--- config.mk ---
export PLATFORM = sky130hd
export DESIGN_NAME = strop_engine
export DESIGN_NICKNAME = d
export VERILOG_FILES = /design/src/rtl/strop_pkg.sv /design/src/rtl/strop_agu.sv /design/src/rtl/strop_flags.sv /design/src/rtl/strop_ctrl.sv /design/src/rtl/strop_engine.sv
export SDC_FILE = /design/constraint.sdc
export NUM_CORES = 1
export LEC_CHECK = 0
export BUFFER_PORTS_ARGS = -buffer_cell sky130_fd_sc_hd__buf_2
export CAP_MARGIN = 30
export CORE_MARGIN = 1.5
export CORE_UTILIZATION = 40
export DETAILED_ROUTE_END_ITERATION = 8
export PLACE_DENSITY = 0.68
export SYNTH_ARGS = -nofsm -noshare
export SYNTH_HDL_FRONTEND = slang
export SYNTH_SLANG_ARGS = --single-unit
--- constraint.sdc ---
create_clock -name clk_i -period 8.15 [get_ports clk_i]
set_clock_uncertainty 0.2 [all_clocks]
set_input_delay 2.445 -clock clk_i [delete_from_list [all_inputs] [get_ports clk_i]]
set_output_delay 2.445 -clock clk_i [all_outputs]
set_load 0.02 [all_outputs]
--- src/rtl/strop_pkg.sv ---
package strop_pkg;
  localparam int unsigned DW = 64;

  typedef enum logic [2:0] {
    OP_MOVE  = 3'd0,
    OP_STORE = 3'd1,
    OP_LOAD  = 3'd2,
    OP_CMP   = 3'd3,
    OP_SCAN  = 3'd4
  } op_e;

  typedef enum logic [1:0] {
    RP_NONE = 2'd0,
    RP_ALL  = 2'd1,
    RP_EQ   = 2'd2,
    RP_NE   = 2'd3
  } rep_e;

  typedef enum logic [2:0] {
    ST_IDLE,
    ST_SRC,
    ST_DRD,
    ST_DWR,
    ST_DONE
  } st_e;

  function automatic logic [DW-1:0] elem_mask(input logic [1:0] sz);
    case (sz)
      2'd0:    return 64'h0000_0000_0000_00FF;
      2'd1:    return 64'h0000_0000_0000_FFFF;
      2'd2:    return 64'h0000_0000_FFFF_FFFF;
      default: return '1;
    endcase
  endfunction

  // first memory beat of an element
  function automatic st_e first_beat(input op_e op);
    case (op)
      OP_STORE: return ST_DWR;
      OP_SCAN:  return ST_DRD;
      default:  return ST_SRC;
    endcase
  endfunction

  function automatic logic op_is_cmp(input op_e op);
    return (op == OP_CMP) || (op == OP_SCAN);
  endfunction
endpackage

--- src/rtl/strop_agu.sv ---
module strop_agu #(
  parameter int unsigned AW = 16
) (
  input  logic [AW-1:0] idx_i,
  input  logic [1:0]    size_i,
  input  logic          dir_i,
  output logic [AW-1:0] idx_o
);
  localparam int unsigned SW = 4;

  logic [SW-1:0] step_bytes;
  logic [AW-1:0] step;

  always_comb begin
    step_bytes = SW'(1) << size_i;
    step       = AW'(step_bytes);
    idx_o      = dir_i ? (idx_i - step) : (idx_i + step);
  end
endmodule

--- src/rtl/strop_flags.sv ---
module strop_flags
  import strop_pkg::*;
(
  input  logic [DW-1:0] a_i,
  input  logic [DW-1:0] b_i,
  input  logic [1:0]    size_i,
  output logic          zf_o,
  output logic          sf_o,
  output logic          cf_o,
  output logic          of_o
);
  localparam int unsigned MW = $clog2(DW);

  logic [DW-1:0] mask, a_m, b_m, diff;
  logic [MW-1:0] top;
  logic          sa, sb, sd;

  always_comb begin
    mask = elem_mask(size_i);
    a_m  = a_i & mask;
    b_m  = b_i & mask;
    diff = (a_m - b_m) & mask;
    top  = MW'((8 << size_i) - 1);
    sa   = a_m[top];
    sb   = b_m[top];
    sd   = diff[top];
    zf_o = (diff == '0);
    sf_o = sd;
    cf_o = (a_m < b_m);
    of_o = (sa != sb) && (sd != sa);
  end
endmodule

--- src/rtl/strop_ctrl.sv ---
module strop_ctrl
  import strop_pkg::*;
(
  input  logic clk_i,
  input  logic rst_ni,
  input  logic start_i,
  input  op_e  op_start_i,
  input  op_e  op_run_i,
  input  logic cnt_zero_i,
  input  logic last_elem_i,
  input  logic mem_ready_i,
  output logic busy_o,
  output logic done_o,
  output logic launch_o,
  output logic req_o,
  output logic we_o,
  output logic src_beat_o,
  output logic src_hs_o,
  output logic elem_done_o
);
  st_e state_q, state_d;

  always_comb begin
    launch_o    = (state_q == ST_IDLE) && start_i;
    req_o       = (state_q == ST_SRC) || (state_q == ST_DRD) || (state_q == ST_DWR);
    we_o        = (state_q == ST_DWR);
    src_beat_o  = (state_q == ST_SRC);
    src_hs_o    = src_beat_o && mem_ready_i;
    elem_done_o = mem_ready_i &&
                  (((state_q == ST_SRC) && (op_run_i == OP_LOAD)) ||
                   (state_q == ST_DRD) || (state_q == ST_DWR));
    busy_o      = (state_q != ST_IDLE);
    done_o      = (state_q == ST_DONE);
  end

  always_comb begin
    state_d = state_q;
    case (state_q)
      ST_IDLE: if (start_i) state_d = cnt_zero_i ? ST_DONE : first_beat(op_start_i);
      ST_SRC: if (mem_ready_i) begin
        case (op_run_i)
          OP_MOVE: state_d = ST_DWR;
          OP_CMP:  state_d = ST_DRD;
          default: state_d = last_elem_i ? ST_DONE : ST_SRC;
        endcase
      end
      ST_DRD, ST_DWR: if (mem_ready_i)
        state_d = last_elem_i ? ST_DONE : first_beat(op_run_i);
      ST_DONE: state_d = ST_IDLE;
      default: state_d = ST_IDLE;
    endcase
  end

  always_ff @(posedge clk_i or negedge rst_ni) begin
    if (!rst_ni) state_q <= ST_IDLE;
    else         state_q <= state_d;
  end

  assert_done_pulse_R1: assert property (@(posedge clk_i) disable iff (!rst_ni)
    done_o |=> !done_o && !busy_o);

  assert_zero_count_R9: assert property (@(posedge clk_i) disable iff (!rst_ni)
    (launch_o && cnt_zero_i) |=> (done_o && !req_o));

  assert_beat_hold_R10: assert property (@(posedge clk_i) disable iff (!rst_ni)
    (req_o && !mem_ready_i) |=> (req_o && $stable(we_o) && $stable(src_beat_o)));
endmodule

--- src/rtl/strop_engine.sv ---
module strop_engine
  import strop_pkg::*;
#(
  parameter int unsigned AW = 16,
  parameter int unsigned CW = 16
) (
  input  logic          clk_i,
  input  logic          rst_ni,
  input  logic          start_i,
  input  logic [2:0]    op_i,
  input  logic [1:0]    size_i,
  input  logic          dir_i,
  input  logic [1:0]    rep_i,
  input  logic [AW-1:0] src_idx_i,
  input  logic [AW-1:0] dst_idx_i,
  input  logic [CW-1:0] count_i,
  input  logic [63:0]   acc_i,
  output logic          busy_o,
  output logic          done_o,
  output logic [AW-1:0] src_idx_o,
  output logic [AW-1:0] dst_idx_o,
  output logic [CW-1:0] count_o,
  output logic [63:0]   acc_o,
  output logic          zf_o,
  output logic          sf_o,
  output logic          cf_o,
  output logic          of_o,
  output logic          mem_req_o,
  output logic          mem_we_o,
  output logic [AW-1:0] mem_addr_o,
  output logic [1:0]    mem_size_o,
  output logic [63:0]   mem_wdata_o,
  input  logic [63:0]   mem_rdata_i,
  input  logic          mem_ready_i
);
  localparam int unsigned NIDX = 2;
  localparam int unsigned ISRC = 0;
  localparam int unsigned IDST = 1;

  op_e           op_q;
  rep_e          rep_q;
  logic [1:0]    size_q;
  logic          dir_q;
  logic [AW-1:0] idx_q  [NIDX];
  logic [AW-1:0] idx_nx [NIDX];
  logic [CW-1:0] cnt_q;
  logic [DW-1:0] acc_q, sdat_q;
  logic          zf_q, sf_q, cf_q, of_q;

  logic          launch, src_beat, src_hs, elem_done, cnt_zero, last_elem;
  logic          use_src, use_dst, is_cmp, early;
  logic [DW-1:0] mask, rd_m, cmp_a;
  logic          f_zf, f_sf, f_cf, f_of;

  for (genvar g = 0; g < NIDX; g++) begin : g_agu
    strop_agu #(.AW(AW)) u_agu (
      .idx_i (idx_q[g]),
      .size_i(size_q),
      .dir_i (dir_q),
      .idx_o (idx_nx[g])
    );
  end

  strop_flags u_flags (
    .a_i   (cmp_a),
    .b_i   (rd_m),
    .size_i(size_q),
    .zf_o  (f_zf),
    .sf_o  (f_sf),
    .cf_o  (f_cf),
    .of_o  (f_of)
  );

  strop_ctrl u_ctrl (
    .clk_i      (clk_i),
    .rst_ni     (rst_ni),
    .start_i    (start_i),
    .op_start_i (op_e'(op_i)),
    .op_run_i   (op_q),
    .cnt_zero_i (cnt_zero),
    .last_elem_i(last_elem),
    .mem_ready_i(mem_ready_i),
    .busy_o     (busy_o),
    .done_o     (done_o),
    .launch_o   (launch),
    .req_o      (mem_req_o),
    .we_o       (mem_we_o),
    .src_beat_o (src_beat),
    .src_hs_o   (src_hs),
    .elem_done_o(elem_done)
  );

  always_comb begin
    cnt_zero  = (rep_e'(rep_i) != RP_NONE) && (count_i == '0);
    mask      = elem_mask(size_q);
    rd_m      = mem_rdata_i & mask;
    is_cmp    = op_is_cmp(op_q);
    use_src   = (op_q == OP_MOVE) || (op_q == OP_LOAD) || (op_q == OP_CMP);
    use_dst   = (op_q != OP_LOAD);
    cmp_a     = (op_q == OP_CMP) ? sdat_q : acc_q;
    early     = is_cmp && (((rep_q == RP_EQ) && !f_zf) || ((rep_q == RP_NE) && f_zf));
    last_elem = (rep_q == RP_NONE) || (cnt_q == CW'(1)) || early;
    mem_addr_o  = src_beat ? idx_q[ISRC] : idx_q[IDST];
    mem_size_o  = size_q;
    mem_wdata_o = ((op_q == OP_STORE) ? acc_q : sdat_q) & mask;
  end

  always_ff @(posedge clk_i or negedge rst_ni) begin
    if (!rst_ni) begin
      op_q       <= OP_MOVE;
      rep_q      <= RP_NONE;
      size_q     <= '0;
      dir_q      <= 1'b0;
      idx_q[ISRC] <= '0;
      idx_q[IDST] <= '0;
      cnt_q      <= '0;
      acc_q      <= '0;
      sdat_q     <= '0;
      zf_q       <= 1'b0;
      sf_q       <= 1'b0;
      cf_q       <= 1'b0;
      of_q       <= 1'b0;
    end else begin
      if (launch) begin
        op_q        <= op_e'(op_i);
        rep_q       <= rep_e'(rep_i);
        size_q      <= size_i;
        dir_q       <= dir_i;
        idx_q[ISRC] <= src_idx_i;
        idx_q[IDST] <= dst_idx_i;
        cnt_q       <= count_i;
        acc_q       <= acc_i;
      end
      if (src_hs) sdat_q <= rd_m;
      if (elem_done) begin
        if (use_src)          idx_q[ISRC] <= idx_nx[ISRC];
        if (use_dst)          idx_q[IDST] <= idx_nx[IDST];
        if (rep_q != RP_NONE) cnt_q <= cnt_q - CW'(1);
        if (op_q == OP_LOAD)  acc_q <= rd_m;
        if (is_cmp) begin
          zf_q <= f_zf;
          sf_q <= f_sf;
          cf_q <= f_cf;
          of_q <= f_of;
        end
      end
    end
  end

  assign src_idx_o = idx_q[ISRC];
  assign dst_idx_o = idx_q[IDST];
  assign count_o   = cnt_q;
  assign acc_o     = acc_q;
  assign zf_o      = zf_q;
  assign sf_o      = sf_q;
  assign cf_o      = cf_q;
  assign of_o      = of_q;

  assert_idx_moves_R2: assert property (@(posedge clk_i) disable iff (!rst_ni)
    (elem_done && use_src) |=> (idx_q[ISRC] != $past(idx_q[ISRC])));

  assert_count_dec_R7: assert property (@(posedge clk_i) disable iff (!rst_ni)
    (elem_done && (rep_q != RP_NONE)) |=> (cnt_q == $past(cnt_q) - CW'(1)));

  assert_single_elem_R6: assert property (@(posedge clk_i) disable iff (!rst_ni)
    (elem_done && (rep_q == RP_NONE)) |=> ($stable(cnt_q) && done_o));

  assert_early_exit_R8: assert property (@(posedge clk_i) disable iff (!rst_ni)
    (elem_done && early) |=> done_o);

  assert_beat_stable_R10: assert property (@(posedge clk_i) disable iff (!rst_ni)
    (mem_req_o && !mem_ready_i) |=>
      (mem_req_o && $stable(mem_addr_o) && $stable(mem_wdata_o) && $stable(mem_size_o)));
endmodule

# Word level (Yosys, flattened, before mapping)
# Cells that the tools add are included.
dict set report totals {
  memories 0
  ff_bits 191
  latchBits 0
  in_bits 188
  rom_bits 0
  mem_bits_rw 0
  out_inout_bits 202
}
dict set report op_classes {
  shift 2
  magnitude_cmp 2
  mul 0
  add_sub_neg 7
  reduce_logical 32
  n_eq_ne 21
  mux 32
  n_bitwise 5
  div 0
}
# operator n
set op_table {}
lappend op_table {{bitwise AND 64 bit} 5}
lappend op_table {{two-way mux 64 bit} 5}
lappend op_table {{case mux 64 bit (3 select lines)} 1}
lappend op_table {{two-way mux 16 bit} 8}
lappend op_table {{logical NOT 64 bit} 1}
lappend op_table {{less-than comparator 64 bit} 1}
lappend op_table {{two-way mux 32 bit} 2}
lappend op_table {{subtractor 64 bit} 1}
lappend op_table {{adder 16 x 4 -> 16 bit} 2}
lappend op_table {{subtractor 16 x 4 -> 16 bit} 2}
lappend op_table {{binary-select mux 1 bit (select 6 bit)} 3}
lappend op_table {{two-way mux 3 bit} 6}
lappend op_table {{== test 16 x 1 -> 1 bit (second input constant)} 1}
lappend op_table {{logical NOT 16 bit} 1}
lappend op_table {{subtractor 16 x 1 -> 16 bit (second input constant)} 1}
lappend op_table {{== test 3 x 2 -> 1 bit (second input constant)} 4}
lappend op_table {{logical OR 1 bit} 10}
lappend op_table {{== test 3 x 1 -> 1 bit (second input constant)} 3}
lappend op_table {{== test 3 bit (second input constant)} 3}
lappend op_table {{logical AND 1 bit} 9}
lappend op_table {{case mux 3 bit (3 select lines)} 1}
lappend op_table {{case mux 2 bit (2 select lines)} 2}
lappend op_table {{less-than comparator 6 x 7 -> 1 bit (second input constant)} 1}
lappend op_table {{== test 2 bit (second input constant)} 3}
lappend op_table {{17 further kinds} 25}

# Longest topological paths before layout
dict set report depth {
  depth_word 16
  depth_mapped 22
  ltp_nobuf 18
}

# Hierarchy
# A second synthesis with hierarchy kept.
dict set report unflattened {
  hier_cells 2281
  hier_area_um2 18351.4
}
# module cells_per_inst seq_area_each_um2 instances area_each_um2
set by_module_without_submodules {}
lappend by_module_without_submodules {strop_engine 1070 4704.5 1 10475.0}
lappend by_module_without_submodules {strop_flags 898 0.0 1 5606.6}
lappend by_module_without_submodules {{strop_agu at g_agu[0].u_agu} 134 0.0 1 960.9}
lappend by_module_without_submodules {{strop_agu at g_agu[1].u_agu} 134 0.0 1 950.9}
lappend by_module_without_submodules {strop_ctrl 45 75.1 1 357.8}

# Least setup slack after synthesis
# Ideal clock, no wire load.
dict set report synth_timing {
  path_kind {input to register}
  from {input mem_rdata_i[13]}
  to {register u_ctrl.state_q[2]}
  arrival_time_ns 5.422
  required_time_ns 7.814
  stages 14
  setup_slack_ns 2.392
  cell_sequence {nand2_1 ha_1 a21oi_1 o211ai_1 a2111oi_4 nor4_2 nor4_2 nand3b_1 a41o_1 nor4b_1 o311a_1 a31oi_1 mux2i_1 a31oi_1}
}
dict set report synth_via {
  elab_chain_len 14
}
# item line
set synth_lines {}
lappend synth_lines {{start: declaration} strop_engine.sv:33} ;# input logic [63:0] mem_rdata_i,
lappend synth_lines {{bitwise AND 64 bit (*)} strop_engine.sv:96} ;# rd_m = mem_rdata_i & mask;
lappend synth_lines {{bitwise AND 64 bit (*)} strop_flags.sv:21} ;# b_m = b_i & mask;
lappend synth_lines {{subtractor 64 bit (*)} strop_flags.sv:22} ;# diff = (a_m - b_m) & mask;
lappend synth_lines {{bitwise AND 64 bit (*)} strop_flags.sv:22}
lappend synth_lines {{logical NOT 64 bit (*)} strop_flags.sv:27} ;# zf_o = (diff == '0);
lappend synth_lines {{logical NOT 1 bit} strop_engine.sv:101} ;# early = is_cmp && (((rep_q == RP_EQ) && !f_zf) || ((rep_q == RP_NE) && f_zf));
lappend synth_lines {{logical AND 1 bit} strop_engine.sv:101}
lappend synth_lines {{logical OR 1 bit (*)} strop_engine.sv:101}
lappend synth_lines {{logical AND 1 bit (*)} strop_engine.sv:101}
lappend synth_lines {{logical OR 1 bit (*)} strop_engine.sv:102} ;# last_elem = (rep_q == RP_NONE) || (cnt_q == CW'(1)) || early;
lappend synth_lines {{two-way mux 3 bit} strop_ctrl.sv:44} ;# default: state_d = last_elem_i ? ST_DONE : ST_SRC;
lappend synth_lines {{case mux 3 bit (2 select lines)} strop_ctrl.sv:41} ;# case (op_run_i)
lappend synth_lines {{two-way mux 3 bit} strop_ctrl.sv:40} ;# ST_SRC: if (mem_ready_i) begin
lappend synth_lines {{case mux 3 bit (3 select lines) (*)} strop_ctrl.sv:38} ;# case (state_q)
lappend synth_lines {{end signal: assignment} strop_ctrl.sv:56} ;# else state_q <= state_d;
lappend synth_lines {{end: declaration} strop_ctrl.sv:21} ;# st_e state_q, state_d;
# Every way passes the cells marked *; elsewhere a longest branch is shown, timed or not. The select of a mux whose other input is x is not followed.
# A chain may end at the register's enable or synchronous reset.

# Final worst setup path
dict set report layout_timing {
  from {register size_q[0] (netlist: mem_size_o[0])}
  to {register u_ctrl.state_q[2]}
}
dict set report layout_via {
  elab_chain_len 16
}
# item line
set layout_lines {}
lappend layout_lines {{start: declaration} strop_engine.sv:42} ;# logic [1:0] size_q;
lappend layout_lines {{start signal: assignment} strop_engine.sv:127} ;# size_q <= size_i;
lappend layout_lines {{== test 2 bit (tied with other cells)} strop_pkg.sv:28} ;# case (sz)
lappend layout_lines {{case mux 64 bit (3 select lines) (*)} strop_pkg.sv:28}
lappend layout_lines {{bitwise AND 64 bit} strop_engine.sv:96}
lappend layout_lines {{bitwise AND 64 bit} strop_flags.sv:21}
lappend layout_lines {{subtractor 64 bit} strop_flags.sv:22}
lappend layout_lines {{bitwise AND 64 bit (*)} strop_flags.sv:22}
lappend layout_lines {{logical NOT 64 bit (*)} strop_flags.sv:27}
lappend layout_lines {{logical NOT 1 bit} strop_engine.sv:101}
lappend layout_lines {{logical AND 1 bit} strop_engine.sv:101}
lappend layout_lines {{logical OR 1 bit (*)} strop_engine.sv:101}
lappend layout_lines {{logical AND 1 bit (*)} strop_engine.sv:101}
lappend layout_lines {{logical OR 1 bit (*)} strop_engine.sv:102}
lappend layout_lines {{two-way mux 3 bit} strop_ctrl.sv:44}
lappend layout_lines {{case mux 3 bit (2 select lines)} strop_ctrl.sv:41}
lappend layout_lines {{two-way mux 3 bit} strop_ctrl.sv:40}
lappend layout_lines {{case mux 3 bit (3 select lines) (*)} strop_ctrl.sv:38}
# Marks and branches as above.

==> qor.txt <==
Reg clk slew, reported paths: 0.07 ns
worst skew pair latency: 0.50 ns
CTS tree: done
fmax: 0.1497 GHz
Reg2Reg Depth: 17
max_cap viols: 0
Residual DRC: 0
startpoint types: register
Mapped Cells: 2,368
Worst EP required: 8.32 ns
Initial Utilization: 40.40%
Die Span X: 208.4 microns
final hold vios: 0
fill cell count: 4,233
final worst slack: 1.470 ns
Pins Over Slew Limit: 0
DP HPWL: 47,640 microns
design area: 19,580 sq um
crit end category: register
Power per Cell Area: 549.5 nW/um^2
fraction of layout cells with a size suffix above 1: 20.23%
Comb pwr share: 73.9%
Synth cell types: 97
number of global-route vias before repair: 17,600
top_reg_cell synth: dfrtp_1
hold path cells: 2
core area: 41,760 sq um
root buf cell: clkbuf_16
Max stage delay on crit path: 0.73 ns
Max IR drop VDD: 0.0003332 V
RD Place Congestion: 1.013
commonest non-fill, non-tap cell in the layout: nand2_1
syn nets: 2,655
total number of vias: 18,560
Synth Warn #: 0
Slew headroom: 29.44%
CTS Buf Count: 17
cell row count: 75
PostCTS Resize Cnt: 0
outcome: complete, no violations
asr flop ratio synth: 100.0%
DR vias/cell: 5.819
Seq cells post-synth: 191
top-area cell type share of the netlist area: 28.33%
largest cells by area after synthesis: dfrtp_1, nand2_1, a21oi_1
global-route wire length before repair: 98,570 microns
Synth area leader: dfrtp_1
die area: 43,420 sq um
post-route ant nets: 0
critical path startpoint: mem_size_o[0]
clock buffer depth: 2
Cell Int Power: 4.681 mW
crit path max fanout: 20
largest net degree at the start of global routing: 95
fin nets: 2,920
GR Layer Usage met2: 46.83%
Post-CTS Setup Bufs: 0
P&R area growth vs syn: 16.03%
RSZ-0062 raised after global routing: no
CP bufs+invs: 1
cell area after synthesis: 16,870 sq um
grt met3 use: 5.026%
Final min period: 6.680 ns
hold buffer count at CTS: 0
GRT Total Usage: 28.73%
Crit path depth: 17
antenna violations before repair: 9
GR Util met1: 38.08%
switching share of power: 56.48%
Setup Viol. Count Final: 0
CTS sink cnt: 191
placed inst area: 18,950 sq um
CP max stage cell: clkinv_1
Least-Margin Pin Slew: 1.055 ns
Post-synth EDFFs: 0
CP Class: reg -> reg
DRT Wirelength: 63,360 microns
Final period util: 81.96%
r2r startpoint: mem_size_o[0]
die height: 208.4 microns
Clock power frac: 8.0%
I/O Buffers: 389
Worst path top cell family by delay: compound AO/OA/AOI/OAI gates
CP Cell Sequence: or2_2 > clkinv_1 > a21oi_1 > ha_1 > a21oi_1 > o211ai_1 > a211oi_1 > a21o_1 > mux2i_1 > o221a_2 > o21ai_0 > a2111oi_0 > nand2_1 > a2111oi_2 > a31oi_1 > mux2i_1 > a31oi_1
H-tree depth: 4
routed wire length per instance: 19.87 microns
number of DRC markers in iteration 0: 1,716
layer with the highest usage: met2
Overall Power: 10.76 mW
gr ovfl total: 0
Syn Area/Cell: 7.124 sq um
most frequent cells in the layout: nand2_1, buf_2, a21oi_1
CP arrival: 6.85 ns
HP Class: reg -> reg
setup TNS: 0 ns
Seq/Total Area, Yosys: 28.33%
Reg power frac: 18.1%
number of detailed-route iterations in the first pass: 6
I/O Pins: 390
post-place setup slack: 1.096 ns
Sw Pwr: 6.075 mW
Leakage Power: 9.137 nW
Hold Startpoint: cf_o
==> layer usage <==
layer / part of all wire, % / wire [microns] / vias to the layer above
met1: 43 / 27480 / 8856
li1: - / - / 8852
met3: 6.8 / 4309 / 98
met4: 2.7 / 1722 / 10
met5: 0.12 / 77 / -
met2: 47 / 29770 / 742
==> Yosys cell counts (all sizes together) (4+ instances only) <==
cell type	number
o31ai	12
nor3	36
xor2	21
a2111oi	8
o211ai	16
o2111ai	4
o221a	9
nand2	701
buf	38
nor4	15
and3	6
o21a	12
o221ai	5
xnor2	33
a21oi	308
a31oi	87
a21o	14
a21boi	10
and2	4
o21bai	9
nand3b	8
ha	97
or3	16
o21ai	172
or2	9
nand4	34
mux2	16
o22ai	11
mux2i	32
nor2	121
clkbuf	126
a211oi	17
nand2b	9
a211o	8
inv	52
dfrtp	191
nand3	30
nor3b	9
nor2b	17
==> layout make-up <==
type / count / area (sq um) / share of cell area [%]
clock inverter: 12 / 108.9 / 0.5561
timing repair buffer: 411 / 2198 / 11.23
antenna: 5 / 12.51 / 0.06392
multi-input combinational: 1959 / 11150 / 56.96
clock buffer: 19 / 452.9 / 2.314
sequential: 191 / 4780 / 24.42
inverter: 53 / 198.9 / 1.016
tap: 539 / 674.4 / 3.445
==> flip-flops by register name (all words and copies together) (netlist names) <==
name and count:
acc_o 64, sdat_q 64, count_o 16, dst_idx_o 16, src_idx_o 16, op_q 3
u_ctrl.state_q 3, mem_size_o 2, rep_q 2, cf_o 1, dir_q 1, of_o 1
sf_o 1, zf_o 1
==> final timing paths <==
kind / slack, ns / end
setup / recovery: 1.47 / u_ctrl.state_q[2]
hold / removal: 0.28 / cf_o
setup reg to reg: 1.47 / u_ctrl.state_q[2]
hold reg to reg: 0.28 / cf_o
max in group asynchronous: 4.84 / count_o[10]
min in group asynchronous: 1.76 / acc_o[27]
==> power by group through the flow <==
| stage | Sequential, mW | Combinational [mW] | Clock, mW |
|---|---|---|---|
| final | 1.94 | 7.95 | 0.865 |
| after global routing | 2.01 | 8.67 | 0.918 |
| after CTS | 1.94 | 7.85 | 0.888 |
| after detailed placement | 1.95 | 7.80 | 0 |
| after global placement | 1.93 | 7.73 | 0 |
| after floorplan | 2.12 | 5.48 | 0 |
==> tightest hold or removal path: stages, from the launching register on <==
cell and delay, ns:
dfrtp_1 0.34, nand2_1 0.05, o31ai_1 0.05
==> cell families (layout without fill, tap and decap cells) <==
group | Yosys count | count (layout) | share of synthesized area, %
xor gates and xnor gates | 54 | 54 | 2.804
buffers and inverters | 218 | 495 | 5.926
other | 0 | 5 | 0
AOI/OAI and AO/OA | 731 | 731 | 26.51
adders and majority gates | 99 | 99 | 7.432
and+or+nand+nor | 1027 | 1027 | 26.03
muxes | 48 | 48 | 2.967
DFF | 191 | 191 | 28.33
==> stage by stage <==
stage	hold slack, ns	cells	utilization [%]
floorplan	0.2602	2368	-
global placement	0.2614	3149	45.27
detailed placement	0.2655	3151	45.39
CTS	0.2820	3182	46.73
global route	0.2987	3187	46.86
finish	0.2758	3189	46.88
Power figures use the tool's default switching activity.
